[src/rtl/buck_seq_pkg.sv]
package buck_seq_pkg;

  typedef enum logic [2:0] {
    ST_OFF         = 3'd0,
    ST_HS_ON       = 3'd1,
    ST_WAIT_HS_LOW = 3'd2,
    ST_LS_ON       = 3'd3,
    ST_WAIT_LS_LOW = 3'd4,
    ST_LS_IDLE     = 3'd5
  } seq_state_e;

endpackage

[src/rtl/buck_input_cond.sv]
module buck_input_cond (
  input  logic clk_i,
  input  logic rst_ni,
  input  logic pwm_i,
  input  logic pwm_float_i,
  input  logic mode_i,
  input  logic mode_float_i,
  input  logic uvlo_i,
  output logic kill_o,
  output logic ccm_o,
  output logic pwm_edge_o
);

  logic pwm_q;

  // Remember last PWM level for edge detection.
  always_ff @(posedge clk_i or negedge rst_ni) begin
    if (!rst_ni) begin
      pwm_q <= 1'b0;
    end else begin
      pwm_q <= pwm_i;
    end
  end

  always_comb begin
    kill_o     = uvlo_i | pwm_float_i | mode_float_i;
    ccm_o      = mode_i;
    pwm_edge_o = pwm_i ^ pwm_q;
  end

endmodule

[src/rtl/buck_dwell_timer.sv]
module buck_dwell_timer #(
  parameter int unsigned MIN_ON_CYC     = 120,
  parameter int unsigned FB_TIMEOUT_CYC = 16
) (
  input  logic clk_i,
  input  logic rst_ni,
  input  logic restart_i,
  output logic min_done_o,
  output logic fb_expired_o
);

  localparam int unsigned CNT_MAX = (MIN_ON_CYC > FB_TIMEOUT_CYC) ? MIN_ON_CYC : FB_TIMEOUT_CYC;
  localparam int unsigned CNT_W   = $clog2(CNT_MAX + 1);
  localparam logic [CNT_W-1:0] CNT_TOP    = CNT_W'(CNT_MAX);
  localparam logic [CNT_W-1:0] MIN_LAST   = CNT_W'(MIN_ON_CYC - 1);
  localparam logic [CNT_W-1:0] FB_LAST    = CNT_W'(FB_TIMEOUT_CYC - 1);

  logic [CNT_W-1:0] cnt_q;
  logic [CNT_W-1:0] cnt_d;
  logic             cnt_en;

  // Counts cycles spent in the current state; saturates at the top.
  always_comb begin
    cnt_en = restart_i || (cnt_q != CNT_TOP);
    cnt_d  = restart_i ? '0 : cnt_q + 1'b1;
  end

  always_ff @(posedge clk_i or negedge rst_ni) begin
    if (!rst_ni) begin
      cnt_q <= '0;
    end else if (cnt_en) begin
      cnt_q <= cnt_d;
    end
  end

  always_comb begin
    min_done_o   = (cnt_q >= MIN_LAST);
    fb_expired_o = (cnt_q >= FB_LAST);
  end

endmodule

[src/rtl/buck_seq_fsm.sv]
module buck_seq_fsm
  import buck_seq_pkg::*;
(
  input  logic       clk_i,
  input  logic       rst_ni,
  input  logic       kill_i,
  input  logic       ccm_i,
  input  logic       pwm_i,
  input  logic       pwm_edge_i,
  input  logic       hs_below_i,
  input  logic       ls_below_i,
  input  logic       zero_cross_i,
  input  logic       min_done_i,
  input  logic       fb_expired_i,
  output seq_state_e state_o,
  output logic       restart_o
);

  seq_state_e state_q, state_d;
  logic       stall_q, stall_d;
  logic       may_leave_off;

  always_comb begin
    state_d       = state_q;
    stall_d       = stall_q;
    may_leave_off = !stall_q || pwm_edge_i;
    if (pwm_edge_i) begin
      stall_d = 1'b0;
    end
    if (kill_i) begin
      state_d = ST_OFF;
    end else begin
      unique case (state_q)
        ST_OFF: begin
          if (may_leave_off) begin
            if (pwm_i)      state_d = ST_WAIT_LS_LOW;
            else if (ccm_i) state_d = ST_WAIT_HS_LOW;
            else            state_d = ST_LS_IDLE;
          end
        end
        ST_WAIT_LS_LOW: begin
          if (!pwm_i) begin
            state_d = ccm_i ? ST_WAIT_HS_LOW : ST_LS_IDLE;
          end else if (ls_below_i) begin
            state_d = ST_HS_ON;
          end else if (fb_expired_i) begin
            state_d = ST_OFF;
            stall_d = 1'b1;
          end
        end
        ST_HS_ON: begin
          if (!pwm_i) state_d = ST_WAIT_HS_LOW;
        end
        ST_WAIT_HS_LOW: begin
          if (pwm_i) begin
            state_d = ST_WAIT_LS_LOW;
          end else if (hs_below_i) begin
            state_d = ST_LS_ON;
          end else if (fb_expired_i) begin
            state_d = ST_OFF;
            stall_d = 1'b1;
          end
        end
        ST_LS_ON: begin
          if (pwm_i) begin
            state_d = ST_WAIT_LS_LOW;
          end else if (!ccm_i && min_done_i && zero_cross_i) begin
            state_d = ST_LS_IDLE;
          end
        end
        ST_LS_IDLE: begin
          if (pwm_i)      state_d = ST_WAIT_LS_LOW;
          else if (ccm_i) state_d = ST_WAIT_HS_LOW;
        end
        default: state_d = ST_OFF;
      endcase
    end
  end

  always_ff @(posedge clk_i or negedge rst_ni) begin
    if (!rst_ni) begin
      state_q <= ST_OFF;
      stall_q <= 1'b0;
    end else begin
      state_q <= state_d;
      stall_q <= stall_d;
    end
  end

  always_comb begin
    state_o   = state_q;
    restart_o = (state_d != state_q);
  end

endmodule

[src/rtl/buck_gate_seq.sv]
module buck_gate_seq
  import buck_seq_pkg::*;
#(
  parameter int unsigned MIN_ON_CYC     = 120,
  parameter int unsigned FB_TIMEOUT_CYC = 16
) (
  input  logic clk_i,
  input  logic rst_ni,
  input  logic pwm_i,
  input  logic pwm_float_i,
  input  logic mode_i,
  input  logic mode_float_i,
  input  logic uvlo_i,
  input  logic hs_below_i,
  input  logic ls_below_i,
  input  logic zero_cross_i,
  output logic hs_en_o,
  output logic ls_en_o
);

  logic       kill;
  logic       ccm;
  logic       pwm_edge;
  logic       min_done;
  logic       fb_expired;
  logic       restart;
  seq_state_e state;

  buck_input_cond u_cond (
    .clk_i        (clk_i),
    .rst_ni       (rst_ni),
    .pwm_i        (pwm_i),
    .pwm_float_i  (pwm_float_i),
    .mode_i       (mode_i),
    .mode_float_i (mode_float_i),
    .uvlo_i       (uvlo_i),
    .kill_o       (kill),
    .ccm_o        (ccm),
    .pwm_edge_o   (pwm_edge)
  );

  buck_dwell_timer #(
    .MIN_ON_CYC     (MIN_ON_CYC),
    .FB_TIMEOUT_CYC (FB_TIMEOUT_CYC)
  ) u_timer (
    .clk_i        (clk_i),
    .rst_ni       (rst_ni),
    .restart_i    (restart),
    .min_done_o   (min_done),
    .fb_expired_o (fb_expired)
  );

  buck_seq_fsm u_fsm (
    .clk_i        (clk_i),
    .rst_ni       (rst_ni),
    .kill_i       (kill),
    .ccm_i        (ccm),
    .pwm_i        (pwm_i),
    .pwm_edge_i   (pwm_edge),
    .hs_below_i   (hs_below_i),
    .ls_below_i   (ls_below_i),
    .zero_cross_i (zero_cross_i),
    .min_done_i   (min_done),
    .fb_expired_i (fb_expired),
    .state_o      (state),
    .restart_o    (restart)
  );

  // Any inhibit source removes both gates in the same cycle.
  always_comb begin
    hs_en_o = (state == ST_HS_ON) && !kill;
    ls_en_o = (state == ST_LS_ON) && !kill;
  end

endmodule

[config.mk]
export PLATFORM = sky130hd
export DESIGN_NAME = buck_gate_seq
export DESIGN_NICKNAME = d
export VERILOG_FILES = /design/src/rtl/buck_seq_pkg.sv /design/src/rtl/buck_input_cond.sv /design/src/rtl/buck_dwell_timer.sv /design/src/rtl/buck_seq_fsm.sv /design/src/rtl/buck_gate_seq.sv
export SDC_FILE = /design/constraint.sdc
export NUM_CORES = 1
export LEC_CHECK = 0
export BUFFER_PORTS_ARGS = -buffer_cell sky130_fd_sc_hd__buf_2
export CAP_MARGIN = 20
export CORE_UTILIZATION = 63
export CTS_BUF_LIST = sky130_fd_sc_hd__clkbuf_4
export DETAILED_ROUTE_END_ITERATION = 12
export HOLD_SLACK_MARGIN = 0.06
export PLACE_DENSITY = 0.83
export REMOVE_ABC_BUFFERS = 1
export SYNTH_ARGS = -nofsm -noshare
export SYNTH_HDL_FRONTEND = slang
export SYNTH_HIERARCHICAL = 1
export SYNTH_SLANG_ARGS = --single-unit
[constraint.sdc]
create_clock -name clk_i -period 5.45 [get_ports clk_i]
set_input_delay 0.545 -clock clk_i [delete_from_list [all_inputs] [get_ports clk_i]]
set_output_delay 0.545 -clock clk_i [all_outputs]
set_load 0.01 [all_outputs]
==> out/qor.txt, run 1 <==
min-delay worst type = in -> async
fin util = 0.731
Final Power = 239 uW
Yosys cell types = 44
placed cell area = 928 sq um
fmax = 381 MHz
final setup vio count = 0
CTS buffer count = 3
Fin Setup TNS = 0 ps
post-layout min period = 2620 ps
Slew @ Worst Pin = 612 ps
DP HPWL = 1.32 mm
Post-synth EDFFs = 0
total die area = 1560 sq um
Root Buffer = clkbuf_4
CTS tree = built
Clock transition at path regs = 70 ps
Critical Path End Type = flip-flop
Synth Register Bits = 12
outcome = completed
I/O Pins = 12
worst skew pair latency = 270 ps
Longest Clk Path Bufs = 2
vias in the first global route = 612
CP required = 5640 ps
DIE WIDTH = 39.5 um
async set or reset register ratio after synthesis = 1.00
startpoint types = flip-flop
grt total ovfl = 0
First-pass DRT Iterations = 5
max-slew violation count = 0
Post-layout nets = 122
Vias = 765
Final ANT Viol Nets = 0
routability-driven placement congestion ratio = 0.860
Die Ht = 39.5 um
Post-Route WL = 1.75 mm
RSZ-0062 raised after global routing = no
postcts setup bufs = 0
Max Cap Violations = 0
clock sinks = 12
Pwr per Cell Area = 251 nW/um^2
Hold Fails Final Rpt = 0
largest net degree at the start of global routing = 17
PortBufs = 11
wire per inst = 14.2 um
global-route wire length before repair = 2.75 mm
Final Cell Area = 951 sq um
total track usage = 0.272
Relative slew margins = 0.590
hold buffers post-CTS = 0
Max rail drop VDD = 0.000227 V
H-tree levels = 1
Placed Cells = 120
vias per inst = 6.22
post-route insts no fill = 123
Post-Syn Area = 885 sq um
Initial Util = 0.680
Final period util = 0.481
critical-path maximum fanout = 9
CP arrival = 2820 ps
Warnings, synthesis = 6
Leak = 0.000436 uW
Synth Instances = 98
syn avg cell area = 9.03 sq um
Layout area overhead = 7.50%
sequential-to-total area share from yosys stat = 0.339
kind of critical path = reg -> reg
share of layout cells above drive strength 1 = 0.213
core area = 1300 sq um
drt first-iter violations = 40
Clock Skew = 7.92 ps
Most used DFF post-synth = dfrtp_1
FP Rows = 13
post-CTS sizing = 0
residual DRC count = 0
# diodes = 0
antenna violations before repair = 0
power breakdown:
group | switching (uW) | leakage (uW) | internal, uW
Combinational | 32.8 | 0.000262 | 30.7
Sequential | 23.5 | 0.000160 | 102
Clock | 24.3 | 0.0000138 | 25.5
state kept, by name, indices dropped and copies added, names as in the netlist:
signal and flops:
u_cond/pwm_q 1, u_fsm/stall_q 1, u_timer/cnt_q 7, u_fsm/state_o 3
cells in the final DEF, fill, tap and decap left out, types with 3 or more instances in the layout:
cell type / n
dfrtp_1: 12
nor3_1: 3
buf_2: 11
nor2_1: 13
clkbuf_4: 3
nand2b_1: 6
a21oi_1: 5
or3_1: 5
inv_1: 3
nand3_1: 3
nand2_1: 4
final timing paths:
kind | endpoint | cells after the start | slack (ps) | from
max | u_timer/cnt_q[1] | 11 | 2830 | u_timer/cnt_q[1]
min | u_timer/cnt_q[4] | 1 | 140 | rst_ni
max in group asynchronous | u_fsm/state_o[2] | 1 | 5100 | rst_ni
min reg2reg | u_timer/cnt_q[6] | 2 | 580 | u_timer/cnt_q[6]
min in group clk_i | u_cond/pwm_q | 1 | 490 | pwm_i
max reg2reg | u_timer/cnt_q[1] | 11 | 2830 | u_timer/cnt_q[1]
routing by layer:
layer | part of all wire | GRT usage | vias up
met4 | 0.0063 | 0.0517 | 0
met2 | 0.47 | 0.393 | 41
met5 | 0 | 0 | -
met1 | 0.43 | 0.384 | 343
met3 | 0.089 | 0.102 | 4
li1 | - | - | 377
through the flow:
step | hold WS (ps) | worst slack (ps)
after floorplan | 249 | 3080
after global placement | 427 | 2850
after detailed placement | 428 | 2750
after CTS | 136 | 2930
after global routing | 150 | 2600
final | 137 | 2830
critical path, cell delays in order, from the launching register on:
cell and delay (ps):
dfrtp_1 450, ha_1 270, a21o_1 180, a21oi_1 130, nor2_1 70, and4b_1 210, nor2_1 150, o32ai_1 90
a311oi_1 290, o211ai_1 330, nand2b_1 240, mux2i_1 120
area by class of cell:
class                           count  area (sq um)
Sequential cell                    12           300
Tap cell                           15          18.8
Multi-Input combinational cell     78           539
Clock buffer                        3          22.5
Fill cell                         101           350
Timing Repair Buffer               11          55.1
Inverter                            4          15.0
cell families (layout without fill, tap and decap cells):
group,count (synthesis),in the layout,share of synthesized area
compound gates,21,21,0.181
simple gates,49,49,0.337
mux,2,2,0.0240
xor+xnor,4,4,0.0396
fa+ha+maj,2,2,0.0283
flops,12,12,0.339
buf+inv,8,18,0.0509
Yosys cell counts, types with 2 or more instances:
cell | instances | area share
a21oi_1 | 5 | 0.028
and4bb_2 | 2 | 0.028
buf_4 | 2 | 0.017
dfrtp_1 | 12 | 0.34
ha_1 | 2 | 0.028
inv_1 | 3 | 0.013
nand2_1 | 4 | 0.017
nand2b_1 | 6 | 0.042
nand3_1 | 3 | 0.017
nor2_1 | 13 | 0.055
nor2b_1 | 2 | 0.014
nor3_1 | 3 | 0.017
o211a_1 | 2 | 0.023
o21ai_0 | 2 | 0.011
o32ai_1 | 2 | 0.020
or3_1 | 5 | 0.035
xnor2_1 | 2 | 0.020
xor2_1 | 2 | 0.020
Power figures use the tool's default switching activity.
==> run 2: changes to the inputs <==
--- a/config.mk
+++ b/config.mk
@@ -7,11 +7,11 @@
 export LEC_CHECK = 0
 export BUFFER_PORTS_ARGS = -buffer_cell sky130_fd_sc_hd__buf_2
 export CAP_MARGIN = 20
-export CORE_UTILIZATION = 63
+export CORE_UTILIZATION = 53
 export CTS_BUF_LIST = sky130_fd_sc_hd__clkbuf_4
 export DETAILED_ROUTE_END_ITERATION = 12
 export HOLD_SLACK_MARGIN = 0.06
-export PLACE_DENSITY = 0.83
+export PLACE_DENSITY = 0.74
 export REMOVE_ABC_BUFFERS = 1
 export SYNTH_ARGS = -nofsm -noshare
 export SYNTH_HDL_FRONTEND = slang
==> constraint.sdc (replaced) <==
create_clock -name clk_i -period 2.4 [get_ports clk_i]
set_input_delay 0.24 -clock clk_i [delete_from_list [all_inputs] [get_ports clk_i]]
set_output_delay 0.24 -clock clk_i [all_outputs]
set_load 0.01 [all_outputs]
==> run 2 against run 1 <==
  * Final area up 6.1%
  * Total power up 140%
  * Critical path depth down 1
  * Global-route usage down 5.3 points
  * First-iteration DRC count down 53%
  * Hold slack better by 40 ps
  * Die area up 18%
  * Clock skew down 7.0 ps
  * Sequential power up 110%
  * Register-to-register slack worse by 2600 ps
  * Clock power rose to 2.6 times the previous value
  * Non-clock buffer count up 6
  * Critical endpoint unchanged
  * Largest power group unchanged
==> out/qor.txt, run 2 (synthesis gave the netlist of run 1 again) <==
Clock Skew = 0.955 ps (-6.96 ps)
Layout area overhead = 14.0%
total track usage = 0.219 (-0.0527)
worst hold start = pwm_i
DIE WIDTH = 42.9 um (+8.6%)
placed cell area = 967 sq um (+4.2%)
met1 Usage GRT = 0.298 (-0.0851)
WHS Path Cells = 1
Slew @ Worst Pin = 428 ps (-183 ps)
# diodes = 0 (unchanged)
Vias = 782 (+2.2%)
largest net degree at the start of global routing = 17 (unchanged)
Hold Fails Final Rpt = 0 (unchanged)
FF-to-FF Start = u_timer/cnt_q[0]
wire per inst = 13.2 um (-7.2%)
Post-layout nets = 128 (+4.9%)
Most Crowded Layer GR = met2
routability-driven placement congestion ratio = 0.860 (about the same)
global-route wire length before repair = 2.90 mm (+5.8%)
reg2reg end = u_timer/cnt_q[1]
final setup vio count = 0 (unchanged)
r2r setup slk = 180 ps (-2640 ps)
PortBufs = 11 (unchanged)
core area = 1520 sq um (+17%)
met3 Track Usage GR = 0.0766 (-0.0257)
Fin Setup TNS = 0 ps (unchanged)
antenna violations before repair = 0 (unchanged)
drt first-iter violations = 19 (-53%)
FP Rows = 14 (+1)
First-pass DRT Iterations = 4 (-1)
Max rail drop VDD = 0.000565 V (+150%)
fmax = 451 MHz (+18%)
Final ANT Viol Nets = 0 (unchanged)
largest reg by FF count = u_timer/cnt_q
commonest non-fill, non-tap cells in the layout = dfrtp_1, nor2_1, buf_2
vias per inst = 5.97 (-4.0%)
Hold Path Sink = u_cond/pwm_q
outcome = completed
CTS buffer count = 3 (unchanged)
startpoint types = flip-flop
worst r2r path cells = 10 (-1)
Final period util = 0.924 (+0.442)
Filler Cells Inserted = 122 (+21%)
Max Cap Violations = 0 (unchanged)
post-route insts no fill = 131 (+6.5%)
Post-Route WL = 1.73 mm (-1.1%)
postcts setup bufs = 0 (unchanged)
share of layout cells above drive strength 1 = 0.261 (+0.0479)
Leak = 0.000464 uW (+6.3%)
min-delay worst type = in -> reg
CTS tree = built
max-slew violation count = 0 (unchanged)
Final Cell Area = 1010 sq um (+6.1%)
H-tree levels = 1 (unchanged)
I/O Pins = 12 (unchanged)
residual DRC count = 0 (unchanged)
clock sinks = 12 (unchanged)
Critical Path End Type = flip-flop
Pwr per Cell Area = 574 nW/um^2 (+130%)
vias in the first global route = 665 (+8.7%)
Relative slew margins = 0.713 (+0.123)
Die Ht = 42.9 um (+8.6%)
met2 Resource Use GR = 0.303 (-0.0904)
Longest Clk Path Bufs = 2 (unchanged)
Placed Cells = 126 (+5.0%)
critical-path maximum fanout = 7 (-2)
CP arrival = 2420 ps (-400 ps)
pre-CTS setup slack = 154 ps (-2590 ps)
DP HPWL = 1.29 mm (-2.6%)
Root Buffer = clkbuf_4
RSZ-0062 raised after global routing = no
grt total ovfl = 0 (unchanged)
worst skew pair latency = 280 ps (about the same)
final worst slack = 184 ps (-2640 ps)
CP required = 2600 ps (-3040 ps)
post-layout min period = 2220 ps (-408 ps)
kind of critical path = reg -> reg
max reg flops = 7 (unchanged)
Initial Util = 0.580 (-0.0993)
total die area = 1840 sq um (+18%)
Clock transition at path regs = 70 ps (about the same)
-- run 2: changes by cell type in the layout (fill, tap and decap cells not counted), sizes merged --
| cell | change |
|---|---|
| buf | +5 |
| clkinv | +1 |
| dlygate4sd3 | +1 |
-- run 2: metrics by stage --
stage	total power [uW]	util	hold slack [ps]
floorplan	385	-	-55.6
global placement	447	0.635	126
detailed placement	451	0.635	129
CTS	586	0.658	164
global route	622	0.662	171
finish	579	0.662	177
-- run 2: final cells by class --
| cell class | instances | area, sq um | area share |
|---|---|---|---|
| Clock inverter | 1 | 3.75 | 0.00372 |
| Multi-Input combinational cell | 78 | 544 | 0.540 |
| Timing Repair Buffer | 17 | 103 | 0.102 |
| Tap cell | 16 | 20.0 | 0.0199 |
| Clock buffer | 3 | 22.5 | 0.0223 |
| Sequential cell | 12 | 300 | 0.298 |
| Inverter | 4 | 15.0 | 0.0149 |
-- run 2: power breakdown --
part	switching, uW	leakage, uW	internal, uW
Combinational	90.4	0.000288	90.3
Clock	67.8	0.0000154	60.5
Sequential	37.9	0.000160	232
-- run 2: worst max-delay path, stage by stage (launching register included) --
cell      delay (ps)
dfrtp_1          390
ha_2             220
a21o_1           150
a21oi_1          130
nor2_1            50
and4b_1          200
o41ai_1          260
o211a_1          200
o211ai_1         180
nand2b_1         210
mux2i_1          150
-- run 2: what timing repair did --
item / CTS / global route
endpoints found under the setup margin: 0 / 6
hold buffers: 1 / 0
endpoints found under the hold margin: 12 / 0
resized for setup: 0 / 2
-- run 2: worst max path at each step --
stage	end	from	slack, ps	cells after the start
5_1_grt	u_timer/cnt_q[1]	u_timer/cnt_q[0]	6	11
4_1_cts	u_timer/cnt_q[1]	u_timer/cnt_q[0]	130	11
3_5_place_dp	u_timer/cnt_q[1]	u_timer/cnt_q[0]	150	11
6_report	u_timer/cnt_q[1]	u_timer/cnt_q[0]	180	10
2_1_floorplan	u_timer/cnt_q[1]	u_timer/cnt_q[0]	230	11
3_3_place_gp	u_timer/cnt_q[1]	pwm_float_i	200	9
-- run 2: routing by layer --
layer  routed length (um)  part of all wire
met1                  876              0.51
met2                  747              0.43
met3                   64             0.037
met4                   38             0.022
met5                    0                 0
